===== config.mk =====
export PLATFORM = sky130hd
export DESIGN_NAME = strap_capture
export DESIGN_NICKNAME = d
export VERILOG_FILES = /design/src/rtl/strap_capture.sv
export SDC_FILE = /design/constraint.sdc
export NUM_CORES = 1
export LEC_CHECK = 0
export BUFFER_PORTS_ARGS = -buffer_cell sky130_fd_sc_hd__clkbuf_2
export CELL_PAD_IN_SITES_DETAIL_PLACEMENT = 0
export CELL_PAD_IN_SITES_GLOBAL_PLACEMENT = 1
export CORE_MARGIN = 2
export CORE_UTILIZATION = 35
export DETAILED_ROUTE_END_ITERATION = 7
export PLACE_DENSITY = 0.79
export SYNTH_ARGS = -nofsm -noshare
export SYNTH_HDL_FRONTEND = slang
export SYNTH_SLANG_ARGS = --single-unit

===== constraint.sdc =====
create_clock -name clk -period 1.2 [get_ports clk]
set_input_delay 0 -clock clk [delete_from_list [all_inputs] [get_ports clk]]
set_output_delay 0 -clock clk [all_outputs]
set_load 0.01 [all_outputs]

===== src/rtl/strap_capture.sv =====
module strap_capture #(
  parameter int NPORT       = 4,
  parameter int SYNC_STAGES = 2
) (
  input  logic             clk,
  input  logic             rst_n,
  input  logic [NPORT-1:0] chg_strap_i,
  input  logic             auto_strap_i,
  input  logic             bus_strap_i,
  input  logic             pmgmt_strap_i,
  input  logic             gang_strap_i,
  input  logic             pol_strap_i,
  input  logic             hs_link_up_i,
  input  logic             hs_suspend_i,
  input  logic             status_en_i,
  output logic [NPORT-1:0] cfg_chg_en_o,
  output logic [NPORT-1:0] cfg_cdp_en_o,
  output logic             cfg_auto_en_o,
  output logic             cfg_i2c_mode_o,
  output logic             cfg_pwr_switch_o,
  output logic             cfg_ganged_o,
  output logic             cfg_pol_high_o,
  output logic             cfg_smb_a1_o,
  output logic             cfg_smb_a2_o,
  output logic             bus_pin_oe_o,
  output logic             bus_pin_do_o,
  output logic             pmgmt_pin_oe_o,
  output logic             pmgmt_pin_do_o,
  output logic             gang_pin_oe_o,
  output logic             gang_pin_do_o,
  output logic             auto_pin_oe_o,
  output logic             auto_pin_do_o
);

  localparam int NSTRAP  = NPORT + 5;
  localparam int B_AUTO  = NPORT;
  localparam int B_BUS   = NPORT + 1;
  localparam int B_PMGMT = NPORT + 2;
  localparam int B_GANG  = NPORT + 3;
  localparam int B_POL   = NPORT + 4;
  localparam int LAST    = SYNC_STAGES - 1;

  logic [SYNC_STAGES-1:0]             rst_pipe;
  logic [SYNC_STAGES-1:0][NSTRAP-1:0] pin_sync;
  logic [NSTRAP-1:0]                  cap;
  logic                               done;
  logic                               live;
  logic [NSTRAP-1:0]                  raw_pins;

  assign live     = rst_pipe[LAST];
  assign raw_pins = {pol_strap_i, gang_strap_i, pmgmt_strap_i, bus_strap_i,
                     auto_strap_i, chg_strap_i};

  always_ff @(posedge clk or negedge rst_n) begin
    if (!rst_n) rst_pipe <= '0;
    else        rst_pipe <= {rst_pipe[SYNC_STAGES-2:0], 1'b1};
  end

  always_ff @(posedge clk or negedge rst_n) begin
    if (!rst_n) begin
      pin_sync <= '0;
    end else begin
      pin_sync[0] <= raw_pins;
      for (int i = 1; i < SYNC_STAGES; i++) pin_sync[i] <= pin_sync[i-1];
    end
  end

  always_ff @(posedge clk or negedge rst_n) begin
    if (!rst_n) begin
      cap  <= '0;
      done <= 1'b0;
    end else if (live && !done) begin
      cap  <= pin_sync[LAST];
      done <= 1'b1;
    end
  end

  assign cfg_chg_en_o     = cap[NPORT-1:0];
  assign cfg_auto_en_o    = done & ~cap[B_AUTO];
  assign cfg_cdp_en_o     = cap[NPORT-1:0] & ~{{(NPORT-1){1'b0}}, cfg_auto_en_o};
  assign cfg_i2c_mode_o   = cap[B_BUS];
  assign cfg_pwr_switch_o = done & ~cap[B_PMGMT];
  assign cfg_ganged_o     = cap[B_GANG];
  assign cfg_pol_high_o   = cap[B_POL];
  assign cfg_smb_a1_o     = done & ~cap[B_BUS] & cap[B_PMGMT];
  assign cfg_smb_a2_o     = done & ~cap[B_BUS] & cap[B_GANG];

  always_ff @(posedge clk or negedge rst_n) begin
    if (!rst_n) begin
      bus_pin_oe_o   <= 1'b0;
      pmgmt_pin_oe_o <= 1'b0;
      gang_pin_oe_o  <= 1'b0;
      gang_pin_do_o  <= 1'b0;
      auto_pin_oe_o  <= 1'b0;
      auto_pin_do_o  <= 1'b0;
    end else begin
      bus_pin_oe_o   <= done;
      pmgmt_pin_oe_o <= done;
      gang_pin_oe_o  <= done & status_en_i;
      gang_pin_do_o  <= done & status_en_i & hs_link_up_i;
      auto_pin_oe_o  <= done & status_en_i;
      auto_pin_do_o  <= done & status_en_i & hs_suspend_i;
    end
  end

  assign bus_pin_do_o   = 1'b0;
  assign pmgmt_pin_do_o = 1'b0;

  assert_capture_after_release_R1: assert property (@(posedge clk) disable iff (!rst_n)
    $rose(done) |-> $past(live));

  assert_hold_values_R10: assert property (@(posedge clk) disable iff (!rst_n)
    $past(done) |-> $stable(cap));

  assert_tristate_early_R9: assert property (@(posedge clk) disable iff (!rst_n)
    !$past(done) |-> !(bus_pin_oe_o | pmgmt_pin_oe_o | gang_pin_oe_o | auto_pin_oe_o));

  assert_drive_low_R4: assert property (@(posedge clk) disable iff (!rst_n)
    $past(done) |-> (bus_pin_oe_o && pmgmt_pin_oe_o && !bus_pin_do_o && !pmgmt_pin_do_o));

  assert_auto_blocks_port0_R5: assert property (@(posedge clk) disable iff (!rst_n)
    cfg_auto_en_o |-> !cfg_cdp_en_o[0]);

  assert_smb_addr_R6: assert property (@(posedge clk) disable iff (!rst_n)
    (done && !cfg_i2c_mode_o) |-> (cfg_smb_a1_o == !cfg_pwr_switch_o && cfg_smb_a2_o == cfg_ganged_o));

  assert_gang_status_R7: assert property (@(posedge clk) disable iff (!rst_n)
    $past(done && status_en_i) |-> (gang_pin_oe_o && gang_pin_do_o == $past(hs_link_up_i)));

  assert_auto_status_R8: assert property (@(posedge clk) disable iff (!rst_n)
    $past(done && status_en_i) |-> (auto_pin_oe_o && auto_pin_do_o == $past(hs_suspend_i)));

endmodule


# --- Word level (Yosys, flattened, before mapping) ---
# Cells that the tools add are included.
op_classes:
  n_bitwise: 13
  reduce_logical: 2
op_table:
  columns: ["cell", "count"]
  rows:
  - ["$and 1x1->1", 8]
  - ["$and 4x4->4", 1]
  - ["$not 1->4", 1]
  - ["$not 1->1", 3]
  - ["$logic_and 1x1->1", 1]
  - ["$logic_not 1->1", 1]
word_totals:
  register_bits: 34
  inputBits: 14
  output_inout_bits: 23
  wordCells: 24

# --- Logic depth before layout (Yosys ltp) ---
depth:
  depth_word: 4
  depth_mapped: 3
  depth_no_buf: 2

# --- Worst setup path before layout ---
# Ideal clock, no wire load.
synth_path:
  path_type: "flip-flop to flip-flop"
  start: "register done"
  end: "register cap[0]"
  setup_ns: 0.125
  t_arrival_ns: 1.016
  t_required_ns: 1.075
  slack_ns: 0.058
  stages_incl_launch_ff: 4
  n_path_buf: 1
  period_less_slack_ns: 1.142
  path_cell_list: "dfrtp_1 -> nor2b_1 -> buf_6 -> mux2_4"
synth_via:
  elab_chain_len: 2
synth_rtl:
  columns: ["element", "line", "rtl"]
  rows:
  - ["start, declared", "46", "logic done;"]
  - ["start signal, assigned", "71", "done <= 1'b0;"]
  - ["start signal, assigned", "74", "done <= 1'b1;"]
  - ["$logic_not 1->1", "72", "end else if (live && !done) begin"]
  - ["$logic_and 1x1->1", "72", null]
  - ["end signal, assigned", "73", "cap <= pin_sync[LAST];"]
  - ["end, declared", "45", "logic [NSTRAP-1:0] cap;"]
# Every way passes these cells.
# A chain may end at the register's enable or synchronous reset.

# --- Worst setup path after layout ---
layout_path:
  start: "register done"
  end: "output cfg_cdp_en_o[0]"
layout_via:
  elab_chain_len: 3
layout_rtl:
  columns: ["element", "line", "rtl"]
  rows:
  - ["$and 1x1->1", "79", "assign cfg_auto_en_o = done & ~cap[B_AUTO];"]
  - ["$not 1->4", "80", "assign cfg_cdp_en_o = cap[NPORT-1:0] & ~{{(NPORT-1){1'b0}}, cfg_auto_en_o};"]
  - ["$and 4x4->4", "80", null]
  - ["end, declared", "17", "output logic [NPORT-1:0] cfg_cdp_en_o,"]
# Every way passes these cells.

==> flow_summary.json <==
{
  "status": "completed",
  "fmax_mhz": 837,
  "num_antenna_cells": 0,
  "vias": 618,
  "wl_um": 1630,
  "num_rows": 20,
  "fin_area_um2": 1560,
  "synth_top_area_frac": 0.737,
  "finalHoldViolCount": 0,
  "placed_cell_area_um2": 1330,
  "grt_pass1_vias": 547,
  "cts_tree": "done",
  "cellLeakagePower_uw": 0.000787,
  "cp-end-kind": "output port",
  "die_w_um": 61.4,
  "cts_sinks": 34,
  "synth_warnings": 0,
  "port_buffers": 34,
  "rsz0062_at_grt": "yes",
  "postSynthCellCount": 67,
  "ys_ff_latch": 34,
  "avgSynthCellArea_um2": 17.2,
  "maxSlewViolCount": 0,
  "drtPass1Iterations": 2,
  "required_ns": 1.20,
  "die_area_um2": 3770,
  "max_stage_delay_ns": 0.41,
  "critPathMaxFanout": 6,
  "grt_util_all_layers": 0.101,
  "ctsRootBufferMaster": "clkbuf_4",
  "hp-class": "in2async",
  "critPathLaunchType": "flop",
  "cts_htree_levels": 2,
  "seqCellArea_um2": 851,
  "crit_type": "reg2out",
  "utilization": 0.502,
  "drive_gt1_frac": 0.500,
  "design.core.area_um2": 3100,
  "synthTopCellsByArea": "dfrtp_1 (74%), mux2_4 (12%), buf_4 (7.2%)",
  "clk_pin_slew_ns": 0.10,
  "grt_first_pass_wirelength_um": 2430,
  "wire_per_inst_um": 10.2,
  "clk_latency_ns": 0.33,
  "layout_min_cycle_time_ns": 1.19,
  "netlist_area_um2": 1150,
  "final_cell_mix": "dfrtp_1 (34), clkbuf_2 (32), dlygate4sd3_1 (13)",
  "clock_skew_ns": 0.0111,
  "ir_worst_vdd_mv": 0.602,
  "ys_seq_area_frac": 0.737,
  "crit_slowest_cell": "dfrtp_1",
  "fill_cells": 286,
  "yosys.area.top_type": "dfrtp_1",
  "antenna_found_initial": 0,
  "cts_max_path_buffers": 2,
  "crit_buf_inv": 2,
  "dp.cells": 138,
  "fin_cells": 160,
  "post_drt_via_cell_ratio": 3.86,
  "drt.antenna.violating_nets": 0,
  "multiInputGateArea_um2": 221,
  "drt_iter0_drc": 12,
  "numCtsBuffers": 5,
  "io_pins": 37,
  "grt_overflow": 0,
  "crit_chain": "buf_6 > nor2b_4 > nor2b_1 > buf_2",
  "area_growth_syn_to_layout_pct": 35.0,
  "final-setup-viol-count": 0,
  "grt_start_max_net_pins": 20,
  "gp_congestion": 0.669,
  "layout_commonest_cell": "dfrtp_1",
  "final_nets": 129,
  "die_y_um": 61.4,
  "arrival_ns": 1.19,
  "yosysUniqueCellTypes": 10,
  "cp_top_family": "flip-flops",
  "maxCapViolations": 0,
  "fin_crit_sh": 0.996,
  "holdWs_ns": 0.128,
  "drcViolationCount": 0,
  "start_util": 0.372,
  "p_per_area_nw_per_um2": 1480
}
[kinds of logic after synthesis]
group                  count (synthesis)  synth area share
buffers and inverters                 12            0.0813
muxes                                  9             0.117
other                                  2           0.00650
and+or+nand+nor                       10            0.0585
DFF                                   34             0.737
[metal layers]
metal	wire [µm]	up-vias	global-route usage	part of all wire
li1	-	294	-	-
met1	716	289	0.104	0.44
met2	742	31	0.147	0.46
met3	143	4	0.0819	0.088
met4	23	0	0.0547	0.014
met5	0	-	0	0
[sequential cells by signal (all words and copies together) (netlist names)]
register / count
pin_sync: 18
cap: 9
rst_pipe: 2
auto_pin_do_o: 1
auto_pin_oe_o: 1
bus_pin_oe_o: 1
done: 1
gang_pin_do_o: 1
[worst reg2reg max path, stage by stage (launching register included)]
cell	delay, ns
dfrtp_1	0.41
nor2b_1	0.15
buf_4	0.19
mux2_4	0.30
[timing repair]
item | 4_1_cts | 5_1_grt
hold endpoints to repair | 46 | 0
endpoints found under the setup margin | 2 | 3
buffers inserted | 1 | 0
pin swaps | 0 | 1
hold buffers | 13 | 0
resized for setup | 3 | 2
[path summary, 6_finish.rpt]
| path | from | end | slack, ns | cells past startpoint |
|---|---|---|---|---|
| min in group clk | pol_strap_i | pin_sync[8] | 0.31 | 2 |
| min | rst_n | cap[0] | 0.13 | 2 |
| max | done | cfg_cdp_en_o[0] | 0.005 | 4 |
| max reg2reg | done | cap[1] | 0.05 | 3 |
| max in group asynchronous | rst_n | rst_pipe[1] | 0.62 | 3 |
| min reg2reg | pin_sync[2] | pin_sync[11] | 0.35 | 0 |
[per-stage QoR]
| step | setup WS [ns] | setup TNS [ns] | power (µW) |
|---|---|---|---|
| after CTS | -0.0284 | -0.0284 | 2350 |
| final | 0.00501 | 0 | 2310 |
| after global routing | -0.109 | -0.128 | 2430 |
| after detailed placement | 0.0755 | 0 | 1500 |
| after global placement | 0.115 | 0 | 1500 |
| after floorplan | 0.0585 | 0 | 1420 |
[cell type report]
| type | count | share of cell area |
|---|---|---|
| clock inverter | 3 | 0.0257 |
| multi-input combinational | 22 | 0.142 |
| sequential | 34 | 0.546 |
| tap | 44 | 0.0353 |
| timing repair buffer | 52 | 0.227 |
| clock buffer | 5 | 0.0241 |
[power by group]
part           switching (µW)  leakage (µW)  internal [µW]  total, µW
clock                     364     0.0000450            431        795
sequential               37.0      0.000399           1220       1260
combinational             106      0.000342            149        255
[synthesized netlist by cell type]
cell type and instances:
dfrtp_1 34, buf_4 11, mux2_4 9, nor2b_1 4, and3_1 2, and3b_1 2
conb_1 2, and2_1 1, buf_6 1, or2_2 1
Power figures use the tool's default switching activity.
